### src/rtl/vas_pkg.sv
package vas_pkg;

  // Per-cycle decoded timing strobes for one raster line position.
  typedef struct packed {
    logic frame_clr;  // base cleared on this line
    logic line_load;  // counter load / index clear slot
    logic ba_win;     // bus request window
    logic ptr_win;    // pointer fetch window
    logic gfx_win;    // graphics fetch window
    logic row_chk;    // end-of-row evaluation slot
  } vas_strobe_t;

endpackage

### src/rtl/vas_cycle_decode.sv
module vas_cycle_decode
  import vas_pkg::*;
#(
  parameter int RAS_W       = 9,
  parameter int CYC_W       = 6,
  parameter int C_LOAD      = 14,
  parameter int C_BA_FIRST  = 12,
  parameter int C_FETCH_END = 54,
  parameter int C_PTR_FIRST = 15,
  parameter int C_GFX_FIRST = 16,
  parameter int C_GFX_LAST  = 55,
  parameter int C_ROW_CHK   = 58
) (
  input  logic [RAS_W-1:0] raster_line,
  input  logic [CYC_W-1:0] line_cycle,
  output vas_strobe_t      stb
);

  always_comb begin
    stb           = '0;
    stb.frame_clr = (raster_line == '0);
    stb.line_load = (line_cycle == CYC_W'(C_LOAD));
    stb.ba_win    = (line_cycle >= CYC_W'(C_BA_FIRST))  && (line_cycle <= CYC_W'(C_FETCH_END));
    stb.ptr_win   = (line_cycle >= CYC_W'(C_PTR_FIRST)) && (line_cycle <= CYC_W'(C_FETCH_END));
    stb.gfx_win   = (line_cycle >= CYC_W'(C_GFX_FIRST)) && (line_cycle <= CYC_W'(C_GFX_LAST));
    stb.row_chk   = (line_cycle == CYC_W'(C_ROW_CHK));
  end

endmodule

### src/rtl/vas_line_buf.sv
module vas_line_buf #(
  parameter int DEPTH  = 40,
  parameter int DATA_W = 12,
  parameter int IDX_W  = 6
) (
  input  logic              clk,
  input  logic              rst_n,
  input  logic              wr_en,
  input  logic [IDX_W-1:0]  wr_idx,
  input  logic [DATA_W-1:0] wr_data,
  input  logic              rd_en,
  input  logic [IDX_W-1:0]  rd_idx,
  output logic [DATA_W-1:0] rd_data
);

  localparam logic [IDX_W-1:0] LAST_IDX = IDX_W'(DEPTH - 1);

  logic [DATA_W-1:0] slot_rd [DEPTH];
  logic              wr_ok;
  logic              rd_ok;
  logic [DATA_W-1:0] rd_data_n;
  logic [DATA_W-1:0] rd_data_q;

  assign wr_ok = wr_en && (wr_idx <= LAST_IDX);
  assign rd_ok = rd_en && (rd_idx <= LAST_IDX);

  // One register per slot, each with its own write enable.
  for (genvar g = 0; g < DEPTH; g++) begin : g_slot
    logic              slot_we;
    logic [DATA_W-1:0] slot_q;
    assign slot_we = wr_ok && (wr_idx == IDX_W'(g));
    always_ff @(posedge clk) begin
      if (slot_we) slot_q <= wr_data;
    end
    assign slot_rd[g] = slot_q;
  end

  always_comb begin
    rd_data_n = rd_data_q;
    if (rd_ok) rd_data_n = slot_rd[rd_idx];
  end

  always_ff @(posedge clk or negedge rst_n) begin
    if (!rst_n)     rd_data_q <= '0;
    else if (rd_en) rd_data_q <= rd_data_n;
  end

  assign rd_data = rd_data_q;

endmodule

### src/rtl/vas_addr_ctr.sv
module vas_addr_ctr
  import vas_pkg::*;
#(
  parameter int VC_W  = 10,
  parameter int RC_W  = 3,
  parameter int IDX_W = 6
) (
  input  logic             clk,
  input  logic             rst_n,
  input  vas_strobe_t      stb,
  input  logic             bad_line,
  output logic [VC_W-1:0]  vc,
  output logic [VC_W-1:0]  vcbase,
  output logic [RC_W-1:0]  rc,
  output logic [IDX_W-1:0] vmli,
  output logic             disp,
  output logic             gfx_step
);

  logic [VC_W-1:0]  vc_q, vc_n, vcbase_q, vcbase_n;
  logic [RC_W-1:0]  rc_q, rc_n;
  logic [IDX_W-1:0] vmli_q, vmli_n;
  logic             disp_q, disp_n;
  logic             vc_en, vcbase_en, rc_en, vmli_en;
  logic             rc_last;

  assign rc_last  = (rc_q == '1);
  assign gfx_step = stb.gfx_win && (disp_q || bad_line);

  // Next-state logic
  always_comb begin
    disp_n = disp_q || bad_line;
    if (stb.row_chk && rc_last && !bad_line) disp_n = 1'b0;

    vc_en  = stb.line_load || gfx_step;
    vc_n   = stb.line_load ? vcbase_q : VC_W'(vc_q + 1'b1);

    vmli_en = stb.line_load || gfx_step;
    vmli_n  = stb.line_load ? '0 : IDX_W'(vmli_q + 1'b1);

    rc_en = (stb.line_load && bad_line) || (stb.row_chk && disp_n);
    rc_n  = (stb.line_load && bad_line) ? '0 : RC_W'(rc_q + 1'b1);

    vcbase_en = stb.frame_clr || (stb.row_chk && rc_last);
    vcbase_n  = stb.frame_clr ? '0 : vc_q;
  end

  // Registers
  always_ff @(posedge clk or negedge rst_n) begin
    if (!rst_n) begin
      vc_q     <= '0;
      vcbase_q <= '0;
      rc_q     <= '0;
      vmli_q   <= '0;
      disp_q   <= 1'b0;
    end else begin
      if (vc_en)     vc_q     <= vc_n;
      if (vcbase_en) vcbase_q <= vcbase_n;
      if (rc_en)     rc_q     <= rc_n;
      if (vmli_en)   vmli_q   <= vmli_n;
      disp_q <= disp_n;
    end
  end

  assign vc     = vc_q;
  assign vcbase = vcbase_q;
  assign rc     = rc_q;
  assign vmli   = vmli_q;
  assign disp   = disp_q;

endmodule

### src/rtl/vid_addr_seq.sv
module vid_addr_seq
  import vas_pkg::*;
#(
  parameter int RAS_W      = 9,
  parameter int CYC_W      = 6,
  parameter int VC_W       = 10,
  parameter int RC_W       = 3,
  parameter int IDX_W      = 6,
  parameter int DATA_W     = 12,
  parameter int LINE_CHARS = 40
) (
  input  logic              clk,
  input  logic              rst_n,
  input  logic [RAS_W-1:0]  raster_line,
  input  logic [CYC_W-1:0]  line_cycle,
  input  logic              bad_line,
  input  logic [DATA_W-1:0] ptr_word,
  output logic              bus_avail,
  output logic              ptr_fetch,
  output logic              disp_state,
  output logic [VC_W-1:0]   vid_cnt,
  output logic [VC_W-1:0]   vid_base,
  output logic [RC_W-1:0]   row_cnt,
  output logic [IDX_W-1:0]  buf_idx,
  output logic [DATA_W-1:0] gfx_ptr
);

  localparam int SYNC_STAGES = 2;

  // Reset: asserted asynchronously, released on a clock edge.
  logic [SYNC_STAGES-1:0] rst_pipe;
  logic                   rst_sync_n;

  always_ff @(posedge clk or negedge rst_n) begin
    if (!rst_n) rst_pipe <= '0;
    else        rst_pipe <= {rst_pipe[SYNC_STAGES-2:0], 1'b1};
  end
  assign rst_sync_n = rst_pipe[SYNC_STAGES-1];

  vas_strobe_t      stb;
  logic             gfx_step;
  logic [IDX_W-1:0] wr_idx;

  vas_cycle_decode #(
    .RAS_W (RAS_W),
    .CYC_W (CYC_W)
  ) u_decode (
    .raster_line (raster_line),
    .line_cycle  (line_cycle),
    .stb         (stb)
  );

  vas_addr_ctr #(
    .VC_W  (VC_W),
    .RC_W  (RC_W),
    .IDX_W (IDX_W)
  ) u_ctr (
    .clk      (clk),
    .rst_n    (rst_sync_n),
    .stb      (stb),
    .bad_line (bad_line),
    .vc       (vid_cnt),
    .vcbase   (vid_base),
    .rc       (row_cnt),
    .vmli     (buf_idx),
    .disp     (disp_state),
    .gfx_step (gfx_step)
  );

  assign bus_avail = !(bad_line && stb.ba_win);
  assign ptr_fetch = bad_line && stb.ptr_win;
  // The pointer write lands in the slot the index reaches after this cycle's step.
  assign wr_idx    = gfx_step ? IDX_W'(buf_idx + 1'b1) : buf_idx;

  vas_line_buf #(
    .DEPTH  (LINE_CHARS),
    .DATA_W (DATA_W),
    .IDX_W  (IDX_W)
  ) u_buf (
    .clk     (clk),
    .rst_n   (rst_sync_n),
    .wr_en   (ptr_fetch),
    .wr_idx  (wr_idx),
    .wr_data (ptr_word),
    .rd_en   (gfx_step),
    .rd_idx  (buf_idx),
    .rd_data (gfx_ptr)
  );

endmodule

### config.mk
export PLATFORM = sky130hd
export DESIGN_NAME = vid_addr_seq
export DESIGN_NICKNAME = d
export VERILOG_FILES = /design/src/rtl/vas_pkg.sv /design/src/rtl/vas_cycle_decode.sv /design/src/rtl/vas_line_buf.sv /design/src/rtl/vas_addr_ctr.sv /design/src/rtl/vid_addr_seq.sv
export SDC_FILE = /design/constraint.sdc
export NUM_CORES = 1
export LEC_CHECK = 0
export ABC_CLOCK_PERIOD_IN_PS = 1700
export BUFFER_PORTS_ARGS = -buffer_cell sky130_fd_sc_hd__buf_2
export CORE_MARGIN = 1.5
export CORE_UTILIZATION = 30
export DETAILED_ROUTE_END_ITERATION = 12
export REMOVE_ABC_BUFFERS = 1
export SLEW_MARGIN = 40
export SYNTH_ARGS = -nofsm -noshare
export SYNTH_HDL_FRONTEND = slang
export SYNTH_SLANG_ARGS = --single-unit
### constraint.sdc
create_clock -name clk -period 1.7 [get_ports clk]
set_input_delay 0.34 -clock clk [delete_from_list [all_inputs] [get_ports clk]]
set_output_delay 0.34 -clock clk [all_outputs]
set_load 0.01 [all_outputs]
======== Word-level counts from Yosys, hierarchy flattened ========
Cells that the tools add are included.
storage, ports and cells
  flip-flop bits (word level) ............. 524
cells by class
  equal/unequal tests ..................... 42
  muxes and demuxes ....................... 9
  reduce and logical (&&, ||, !) cells .... 61
  magnitude comparators ................... 8
  $add $sub $neg .......................... 3
  bitwise logic cells ..................... 1
operators by type and width
  kind                   number
  $eq 6x5->1 const B     16
  $bmux 12 s6            1
  $eq 6x4->1 const B     9
  $eq 6x6->1 const B     9
  $logic_and 1x1->1      52
  $eq 6x3->1 const B     4
  $le 6x6->1 const B     4
  $mux 12                2
  $mux 10                2
  $eq 6x2->1 const B     2
  $ge 6x4->1 const B     2
  $mux 6                 2
  $add 10x1->10 const B  1
  $logic_not 9->1        1
  $ge 7x7->1 const B     1
  $not 6->7              1
  $add 6x1->6 const B    1
  $eq 6x1->1 const B     1
  $ge 6x5->1 const B     1
  $logic_not 6->1        1
  $logic_or 1x1->1       4
  $add 3x1->3 const B    1
  $eq 3x3->1 const B     1
  $mux 3                 1
  other kinds (3)        4

======== Longest topological paths before layout ========
Gate-level depths: netlist of the first run.
  word-level depth ........................ 7
  gate-level depth with buffers ........... 8
  mapped depth without buffers ............ 6

======== Cells and area by module ========
From an unflattened synthesis of the first run, not the netlist that was laid out.
unflattened totals
  cells, all modules ...................... 1215
  area total of the unflattened synthesis .. 21027.7 um^2
modules (own cells, without submodules)
  module            times used  area an instance (um^2)  cells each  seq. area each (um^2)
  vas_line_buf      1           19309.8                  1040        14714.1
  vas_addr_ctr      1           1455.1                   144         750.7
  vid_addr_seq      1           163.9                    17          50.0
  vas_cycle_decode  1           98.8                     14          0.0

======== Worst setup path after synthesis of the first run ========
OpenSTA, ideal clock, no wires.
  path type ............................... reg-to-reg
  start point ............................. register u_ctr.vmli_q[0] (netlist: u_ctr.vmli[0])
  end point ............................... register u_buf.g_slot[7].slot_q[0], enable pin
  stages on the path, launching flop included .. 8
  path slack .............................. -0.982 ns
  path buffers ............................ 1
  library setup time ...................... 0.382 ns
  data required time ...................... 1.318 ns
  data arrival time ....................... 2.300 ns
  cell sequence ........................... dfrtp_1 > ha_1 > clkbuf_1 > nand2_1 > o21ai_0 > o211ai_2 > nand3_2 > nor2b_1
between the ends
  word-level cells in the longest chain between the ends .. 5
ends and longest elaborated chain
  element                      RTL line            text
  start, declared              vas_addr_ctr.sv:22  logic [IDX_W-1:0] vmli_q, vmli_n;
  start signal, assigned       vas_addr_ctr.sv:60  if (vmli_en) vmli_q <= vmli_n;
  $add 6x1->6                  vid_addr_seq.sv:73  assign wr_idx = gfx_step ? IDX_W'(buf_idx + 1'b1) : buf_idx;
  $mux 6 *                     vid_addr_seq.sv:73
  $le 6x6->1                   vas_line_buf.sv:24  assign wr_ok = wr_en && (wr_idx <= LAST_IDX);
  $logic_and 1x1->1            vas_line_buf.sv:24
  $logic_and 1x1->1 *          vas_line_buf.sv:31  assign slot_we = wr_ok && (wr_idx == IDX_W'(g));
  net u_buf.g_slot[7].slot_we  vas_line_buf.sv:29  logic slot_we;
  end signal, assigned         vas_line_buf.sv:33  if (slot_we) slot_q <= wr_data;
  end, declared                vas_line_buf.sv:30  logic [DATA_W-1:0] slot_q;
The timed path passes the listed nets; every way through them passes the cells marked *.
A chain may end at the register's enable or synchronous reset.

======== Final worst setup path of the first run ========
  start point ............................. register u_ctr.vmli_q[0] (netlist: u_ctr.vmli[0])
  end point ............................... register u_buf.g_slot[23].slot_q[8], enable pin
between the ends
  word-level cells in the longest chain between the ends .. 5
ends and longest elaborated chain
  element                       RTL line
  $add 6x1->6                   vid_addr_seq.sv:73
  $mux 6 *                      vid_addr_seq.sv:73
  $le 6x6->1                    vas_line_buf.sv:24
  $logic_and 1x1->1             vas_line_buf.sv:24
  $logic_and 1x1->1 *           vas_line_buf.sv:31
  net u_buf.g_slot[23].slot_we  vas_line_buf.sv:29
  end signal, assigned          vas_line_buf.sv:33
  end, declared                 vas_line_buf.sv:30
Marks and branches as above.

==> results.toml, run 1 <==
[placement]
place_area_um2 = 24300
gp_congestion = 0.891
port_buffers = 73
dpl.hpwl_um = 32300
dp_slack_ns = -0.895

[cts]
cts_tree = "done"
clk_latency_ns = 0.60
cts.sinks = 524
cts-root-buf = "clkbuf_16"
cts_buffer_depth = 3
clkTransAtPathRegs_ns = 0.06
cts-htree-levels = 2
numCtsBuffers = 53

[routing]
antenna_left = 0
drt_first_pass_iters = 5
drtIter0Drc = 927
drc = 0
dr_total_vias = 11300
wl_per_cell_um = 21.8
wirelength_um = 50900
via_per_inst = 4.84

[grt]
antenna_found_initial = 2
grt_use_met3_pct = 2.73
overflow = 0
grt_pass1_vias = 11500
grt_max_degree = 49
use_met1_pct = 19.9
grt_use_total_pct = 14.2
grt_pass1_wl_um = 74700
use_met2_pct = 22.4
grt.busiest_layer = "met2"

[synth]
synth_top_cells_by_area = "edfxtp_1 69%, mux4_2 12%, dfrtp_1 5.2%"
synth_seq_cells = 524
syn_avg_cell_area_um2 = 19.5
synthCells = 1078
yosysTopAreaCell = "edfxtp_1"
synth_cell_type_count = 65
async_reset_ff_share_pct = 8.40
synth_ff_type = "edfxtp_1"
synth_edf_count = 480
syn_area_um2 = 21000
synth.top_cell.area_share_pct = 68.5
seq_area_frac_synth_pct = 73.8
yosys_warnings = 0

[finish]
finalNetCount = 1395
n_fill_cell = 6173
final_cell_mix = "480 x edfxtp_1, 134 x buf_4, 114 x mux4_2"
area_growth_pct = 28.0
final_common_cell = "edfxtp_1"
multi_input_area_um2 = 5590
layout-drive-gt1-share_pct = 42.2
final-seq-area_um2 = 15500
fin_area_um2 = 26900
finalCoreUtilization_pct = 39.1

[setup_path]
crit_slowest_cell = "dfrtp_4"
critPathKind = "flop to flop"
crit_chain = "ha_4 > nand2_2 > a41oi_1 > o32ai_1 > buf_4 > a21bo_4 > nor2_4 > buf_12"
crit_family = "compound AO/OA/AOI/OAI gates"
end_kind = "flop"
start_kind = "flop"
path_max_fanout = 12
path_buf_inv = 2
critPathArrivalTime_ns = 2.64
critPathRequiredTime_ns = 1.99
slowest_delay_ns = 0.52

[floorplan]
dieWidth_um = 268
die_y_um = 268
fp-row-count = 96
core_area_um2 = 68900
initial_core_util_pct = 30.5
die_area_um2 = 71700
io_pins = 74

[worst_hold_path]
hp-class = "primary input to asynchronous set/reset pin"

[power_and_ir_drop]
power_density_nw_per_um2 = 1530
p_leak_nw = 9.14
ir_drop_uv = 853

[timing]
period_needed_ns = 2.34
rsz0062_at_grt = "yes"
finalHoldViolations = 0
finClkSkew_ns = 0.0154
worst_slew_pin_slew_ns = 0.726
fin_ws_ns = -0.645
fin_crit_sh_pct = 138
setup_viol = 496
fmax_ghz = 0.426
slew_violations = 0
fin_setup_tns_ns = -279.14
max_slew_margin_pct = 51.4

[run]
drv_cap = 0

[status]
status = "finished, violations left"
violations = "negative setup slack"
## sequential cells by signal, summed over array words and instances (netlist names)
signal / cells
rst_pipe: 2
u_buf.g_slot.slot_q: 480
u_buf.rd_data: 12
u_ctr.disp: 1
u_ctr.vcbase: 10
u_ctr.vmli: 6
u_ctr.vc: 10
u_ctr.rc: 3
## layer usage
layer  part of all wire [%]  wire, µm  up-vias
met1                     44     22300     5857
met5                  0.026        13        -
li1                       -         -     5009
met4                    2.8      1400        2
met2                     47     23900      344
met3                    6.5      3310       85
## power by group
part / total [mW] / switching [mW] / leakage, nW / internal [mW]
logic: 14.4 / 7.37 / 3.40 / 7.07
clock network: 11.7 / 4.72 / 0.861 / 6.95
registers: 15.2 / 0.455 / 4.88 / 14.7
total: 41.3 / 12.5 / 9.14 / 28.7
## Yosys cell counts (all sizes together) (6+ instances only)
library cell and count:
nor3 9, a22oi 17, nor2 62, dfrtp 44, clkbuf 20, and3 7
mux4 114, nand2 37, o21ai 29, edfxtp 480, a31oi 6, o2bb2ai 8
o22ai 12, nor2b 11, xnor2 7, a21oi 14, a221o 9, mux2i 63
buf 43, nand3 13
## cell type report
class	count	share of cell area [%]
clock inverter	33	1.29
tap	931	4.33
inverter	4	0.0558
multi-input combinational	487	20.8
antenna	1	0.00929
timing repair buffer	291	10.7
clock buffer	64	5.24
sequential	524	57.7
## per-stage QoR
step | hold slack (ns) | instances | total power [mW]
global route | 0.0948 | 2334 | 42.9
finish | 0.102 | 2335 | 41.3
global placement | 0.128 | 2206 | 28.0
detailed placement | 0.131 | 2206 | 28.1
floorplan | 0.0444 | 1015 | 20.3
CTS | 0.0585 | 2316 | 40.6
## logic make-up (layout without fill, tap and decap cells)
| group | after synthesis | count (layout) | synth area share, % |
|---|---|---|---|
| compound gates | 132 | 132 | 4.53 |
| flops | 524 | 524 | 73.8 |
| simple gates | 163 | 163 | 4.03 |
| other cells | 1 | 2 | 0.0178 |
| xor+xnor | 8 | 8 | 0.333 |
| buf+inv | 67 | 392 | 1.77 |
| fa+ha+maj | 4 | 4 | 0.238 |
| mux | 179 | 179 | 15.3 |
## repair_timing
action,in CTS,in global routing
cloned,3,4
resized for setup,89,73
buffers inserted,8,14
pin swaps,3,5
hold buffers,2,0
hold endpoints to repair,3,0
endpoints found under the setup margin,499,504
## final timing paths
check	startpoint	end	slack, ns	depth (start not counted)
max reg2reg	u_ctr.vmli[0]	u_buf.g_slot[23].slot_q[8]	-0.64	8
max	u_ctr.vmli[0]	u_buf.g_slot[23].slot_q[8]	-0.64	8
min	rst_n	rst_pipe[1]	0.10	2
min in group clk	bad_line	u_ctr.rc[0]	0.14	3
min reg2reg	rst_pipe[1]	u_ctr.vcbase[3]	0.24	1
max in group asynchronous	rst_pipe[1]	u_ctr.vmli[1]	1.22	1
(Power assumes the default switching activity.)
==> run 2: changes to the inputs <==
--- a/config.mk
+++ b/config.mk
@@ -9,9 +9,10 @@
 export BUFFER_PORTS_ARGS = -buffer_cell sky130_fd_sc_hd__buf_2
 export CORE_MARGIN = 1.5
 export CORE_UTILIZATION = 30
+export CTS_BUF_LIST = sky130_fd_sc_hd__clkbuf_8
 export DETAILED_ROUTE_END_ITERATION = 12
+export GPL_ROUTABILITY_DRIVEN = 0
 export REMOVE_ABC_BUFFERS = 1
-export SLEW_MARGIN = 40
 export SYNTH_ARGS = -nofsm -noshare
 export SYNTH_HDL_FRONTEND = slang
 export SYNTH_SLANG_ARGS = --single-unit
==> run 2 against run 1 <==
  * The run still ends with negative setup slack left
  * Cell area shrank 0.39%
  * Register-to-register slack lost 0.03 ns
  * Highest routed layer is now met4
  * Critical path type unchanged
  * Core utilization shrank 0.15 points
  * Non-clock buffer count shrank 6
  * Die area is the same
  * Clock skew grew 0.013 ns
  * Flip-flop and latch count is the same
  * Fmax shrank 1.3%
  * Sequential power is essentially flat
==> results.toml, run 2 (synthesis results as in run 1) <==
[timing]
fin_ws_ns = -0.676
rsz0062_at_grt = "yes"
finalHoldViolations = 0
worst_slew_pin_slew_ns = 0.677
setup_viol = 501
finClkSkew_ns = 0.0282
fin_setup_tns_ns = -290.06
fmax_ghz = 0.421
period_needed_ns = 2.38
slew_violations = 0
max_slew_margin_pct = 54.8
fin_crit_sh_pct = 140

[finish]
final-seq-area_um2 = 15500
final_cell_mix = "480 x edfxtp_1, 126 x buf_4, 114 x mux4_2"
final_common_cell = "edfxtp_1"
layout-drive-gt1-share_pct = 41.7
area_growth_pct = 27.5
largest_reg_flops = 480
finalNetCount = 1424
diodes = 0
n_fill_cell = 6232
multi_input_area_um2 = 5650
largest-register = "u_buf.g_slot.slot_q"

[power_and_ir_drop]
power_density_nw_per_um2 = 1480
total_power_mw = 39.8
p_leak_nw = 9.21
ir_drop_uv = 763

[cts]
cts_buffer_depth = 3
cts-htree-levels = 3
cts_tree = "done"
numCtsBuffers = 87
clk_latency_ns = 0.67
cts.sinks = 524
cts-root-buf = "clkbuf_8"
clkTransAtPathRegs_ns = 0.06

[setup_path]
crit_start = "u_ctr.vmli[1]"
r2r-start = "u_ctr.vmli[1]"
crit_chain = "ha_4 > nand2_4 > a41oi_2 > o32ai_2 > buf_4 > a21bo_4 > nor2_4 > clkbuf_16"
end_kind = "flop"
start_kind = "flop"
r2r-end = "u_buf.g_slot[23].slot_q[5]"
path_buf_inv = 2
crit_family = "compound AO/OA/AOI/OAI gates"
path_max_fanout = 6
critPathRequiredTime_ns = 2.08
critPathArrivalTime_ns = 2.76
slowest_delay_ns = 0.52
critPathKind = "flop to flop"
crit_slowest_cell = "dfrtp_4"
ff2ff_setup_slack_ns = -0.68
rr_worst_depth = 8

[routing]
wl_per_cell_um = 21.6
dr_total_vias = 11600
drc = 0
via_per_inst = 4.84
wirelength_um = 51800
drt_first_pass_iters = 5
antenna_left = 0
drtIter0Drc = 941

[floorplan]
fp-row-count = 96
die_area_um2 = 71700
io_pins = 74
die_y_um = 268
dieWidth_um = 268
core_area_um2 = 68900
initial_core_util_pct = 30.5

[grt]
overflow = 0
antenna_found_initial = 0
grt_use_total_pct = 14.5
grt_pass1_vias = 11800
grt_max_degree = 49
grt_pass1_wl_um = 75900

[placement]
dpl.hpwl_um = 32300
dp_slack_ns = -0.895
port_buffers = 73

[worst_hold_path]
min_delay_path_depth = 3
hold-path-endpoint = "u_ctr.rc[0]"
hp-class = "primary input to flop"
hold_start = "bad_line"

[status]
status = "finished, violations left"
violations = "negative setup slack"

[run]
drv_cap = 0
-- run 2: how the worst max path moves through the flow --
stage	to	slack, ns	cells after the start
floorplan	u_buf.g_slot[20].slot_q[0]	-5.83	6
global placement	u_buf.g_slot[6].slot_q[10]	-0.87	9
detailed placement	u_buf.g_slot[3].slot_q[10]	-0.90	8
CTS	u_buf.rd_data[6]	-0.68	8
global route	u_buf.g_slot[23].slot_q[5]	-0.71	8
finish	u_buf.g_slot[23].slot_q[5]	-0.68	8
-- run 2: what timing repair did --
action	4_1_cts	5_1_grt
endpoints found under the hold margin	3	0
endpoints found under the setup margin	505	509
cloned	5	4
pin swaps	4	10
resized for setup	99	60
hold buffers	3	0
buffers inserted	3	13
-- run 2: cell type report --
type                    count  share of cell area, %
clock buffers              90                   4.62
multi-input cells         488                   21.1
flip-flops and latches    524                   57.9
repair buffers            285                   10.6
inverters                   4                 0.0560
well taps                 931                   4.34
clock inverters            70                   1.46
-- run 2: tightest hold or removal path: cells and delay by family --
family / cells / cell delay [ns]
buffers and inverters: 2 / 0.29
AOI/OAI and AO/OA: 1 / 0.06
-- run 2: per-layer routing --
metal,wire length [µm],part of all wire (%),GRT usage [%],vias to the layer above
li1,-,-,-,5090
met1,22700,44,20.0,5995
met2,24400,47,22.7,427
met3,3530,6.8,2.86,73
met4,1190,2.3,5.12,0
met5,0,0,0,-
-- run 2: report_power, final --
part	total (mW)	switching [mW]	leakage [nW]	internal (mW)
Combinational	14.2	7.35	3.39	6.88
Sequential	15.2	0.459	4.88	14.7
Clock	10.4	4.96	0.940	5.40
-- run 2: stage by stage --
stage | std cells | util (%) | cell area, µm² | hold WS [ns]
final | 2392 | 38.9 | 26800 | 0.0694
after global routing | 2392 | 38.9 | 26800 | 0.0509
after CTS | 2377 | 38.3 | 26400 | 0.0105
after detailed placement | 2206 | 35.2 | 24300 | 0.131
after global placement | 2206 | 35.2 | 24300 | 0.128
after floorplan | 1015 | - | 20700 | 0.0444
==> run 3: changes to the inputs <==
--- a/config.mk
+++ b/config.mk
@@ -12,6 +12,7 @@
 export CTS_BUF_LIST = sky130_fd_sc_hd__clkbuf_8
 export DETAILED_ROUTE_END_ITERATION = 12
 export GPL_ROUTABILITY_DRIVEN = 0
+export PLACE_DENSITY = 0.55
 export REMOVE_ABC_BUFFERS = 1
 export SYNTH_ARGS = -nofsm -noshare
 export SYNTH_HDL_FRONTEND = slang
==> run 3 against run 2 <==
  * The run still ends with negative setup slack left
  * Non-clock buffer count is 38 higher
  * Hold slack better by 0.011 ns
  * Combinational power is 18% higher
  * Cell area is 2.7% higher
  * Sequential power hardly changed
  * Wire length is 11% higher
  * Largest power group is now combinational logic
  * Highest routed layer unchanged
==> results.toml, run 3 (synthesis results as in run 1) <==
[cts]
clk_latency_ns = 0.67
numCtsBuffers = 87
cts-root-buf = "clkbuf_8"
clkTransAtPathRegs_ns = 0.06
cts_tree = "done"
cts_buffer_depth = 3
cts-htree-levels = 3
cts.sinks = 524

[routing]
antenna_left = 0
drtIter0Drc = 975
drc = 0
via_per_inst = 4.90
drt_first_pass_iters = 5
dr_total_vias = 11900
wirelength_um = 57400
wl_per_cell_um = 23.6

[finish]
finalCoreUtilization_pct = 40.0
final_cell_mix = "480 x edfxtp_1, 135 x buf_4, 114 x mux4_2"
n_fill_cell = 6270
finalNetCount = 1461
layout-drive-gt1-share_pct = 44.6
fin_area_um2 = 27500
area_growth_pct = 31.0
final_cells = 2428
largest_reg_flops = 480
final_common_cell = "edfxtp_1"
largest-register = "u_buf.g_slot.slot_q"

[timing]
finClkSkew_ns = 0.0315
slew_violations = 0
fin_ws_ns = -0.734
fin_crit_sh_pct = 143
worst_slew_pin_slew_ns = 0.572
setup_viol = 501
finalHoldViolations = 0
max_slew_margin_pct = 61.4
fin_setup_tns_ns = -321.53
period_needed_ns = 2.43
fmax_ghz = 0.411
rsz0062_at_grt = "yes"
whs_ns = 0.0805

[setup_path]
start_kind = "flop"
r2r-start = "u_ctr.vmli[0]"
critPathRequiredTime_ns = 2.25
r2r-end = "u_buf.rd_data[0]"
path_max_fanout = 5
rr_worst_depth = 8
crit_start = "u_ctr.vmli[0]"
end_kind = "flop"
critPathArrivalTime_ns = 2.99
ff2ff_setup_slack_ns = -0.73
critPathKind = "flop to flop"

[worst_hold_path]
min_delay_path_depth = 3
hp-class = "primary input to flop"
hold_start = "bad_line"
hold-path-endpoint = "u_ctr.rc[0]"

[power_and_ir_drop]
p_leak_nw = 9.48
power_density_nw_per_um2 = 1520
ir_drop_uv = 786
total_power_mw = 42.0

[placement]
place_area_um2 = 24300
dpl.hpwl_um = 34400
dp_slack_ns = -1.17
port_buffers = 73
dp_cells = 2207

[grt]
grt_pass1_wl_um = 80400
overflow = 0
grt_max_degree = 43
grt_use_total_pct = 15.6
grt_pass1_vias = 11900
antenna_found_initial = 1

[floorplan]
core_area_um2 = 68900
io_pins = 74
initial_core_util_pct = 30.5
die_area_um2 = 71700
die_y_um = 268
fp-row-count = 96
dieWidth_um = 268

[status]
violations = "negative setup slack"
status = "finished, violations left"

[run]
drv_cap = 0
run 3: cell count changes in the layout (fill, tap and decap cells not counted), sizes merged:
cell,previous run,this run
buf,279,312
bufbuf,0,1
bufinv,3,2
clkbuf,93,98
clkinv,30,26
clkinvlp,4,5
diode,0,1
dlygate4sd3,3,2
inv,37,39
nand4,6,5
run 3: worst max-delay path by stage:
stage                     depth (start not counted)                          to
after global placement                            6            u_buf.rd_data[5]
final                                             8            u_buf.rd_data[0]
after CTS                                         9  u_buf.g_slot[22].slot_q[6]
after floorplan                                   6  u_buf.g_slot[20].slot_q[0]
after global routing                             10            u_buf.rd_data[1]
after detailed placement                          6            u_buf.rd_data[5]
run 3: per-layer routing:
| metal | part of all wire, % | GRT usage (%) | wire [µm] |
|---|---|---|---|
| met5 | 0 | 0 | 0 |
| met4 | 2.3 | 5.66 | 1300 |
| met3 | 5.9 | 3.63 | 3400 |
| met2 | 47 | 23.8 | 26800 |
| met1 | 45 | 21.8 | 25900 |
run 3: cell type report:
| class | count | area [µm²] | share of cell area [%] |
|---|---|---|---|
| multi-input cells | 487 | 5870 | 21.3 |
| inverters | 4 | 18.8 | 0.0681 |
| clock buffers | 90 | 1240 | 4.50 |
| clock inverters | 68 | 337 | 1.22 |
| diodes | 1 | 2.50 | 0.00908 |
| repair buffers | 323 | 3380 | 12.3 |
| flip-flops and latches | 524 | 15500 | 56.4 |
| well taps | 931 | 1160 | 4.23 |
run 3: critical path, cell delays in order (launching register included):
cell and delay (ns):
dfrtp_4 0.53, buf_12 0.16, buf_12 0.12, buf_4 0.16
buf_4 0.14, mux4_2 0.44, mux2i_4 0.25, o22ai_4 0.15
a221o_1 0.34
run 3: timing repair:
item / CTS / global route
resized for setup: 97 / 153
endpoints found under the hold margin: 2 / 0
endpoints found under the setup margin: 512 / 518
setup buffers: 18 / 30
pin swaps: 10 / 28
cloned: 2 / 15
hold buffers: 2 / 0
run 3: where the power goes:
part	total, mW	switching (mW)	internal (mW)
clock network	10.2	4.96	5.21
logic	16.7	8.46	8.21
registers	15.2	0.449	14.7
total	42.0	13.9	28.1
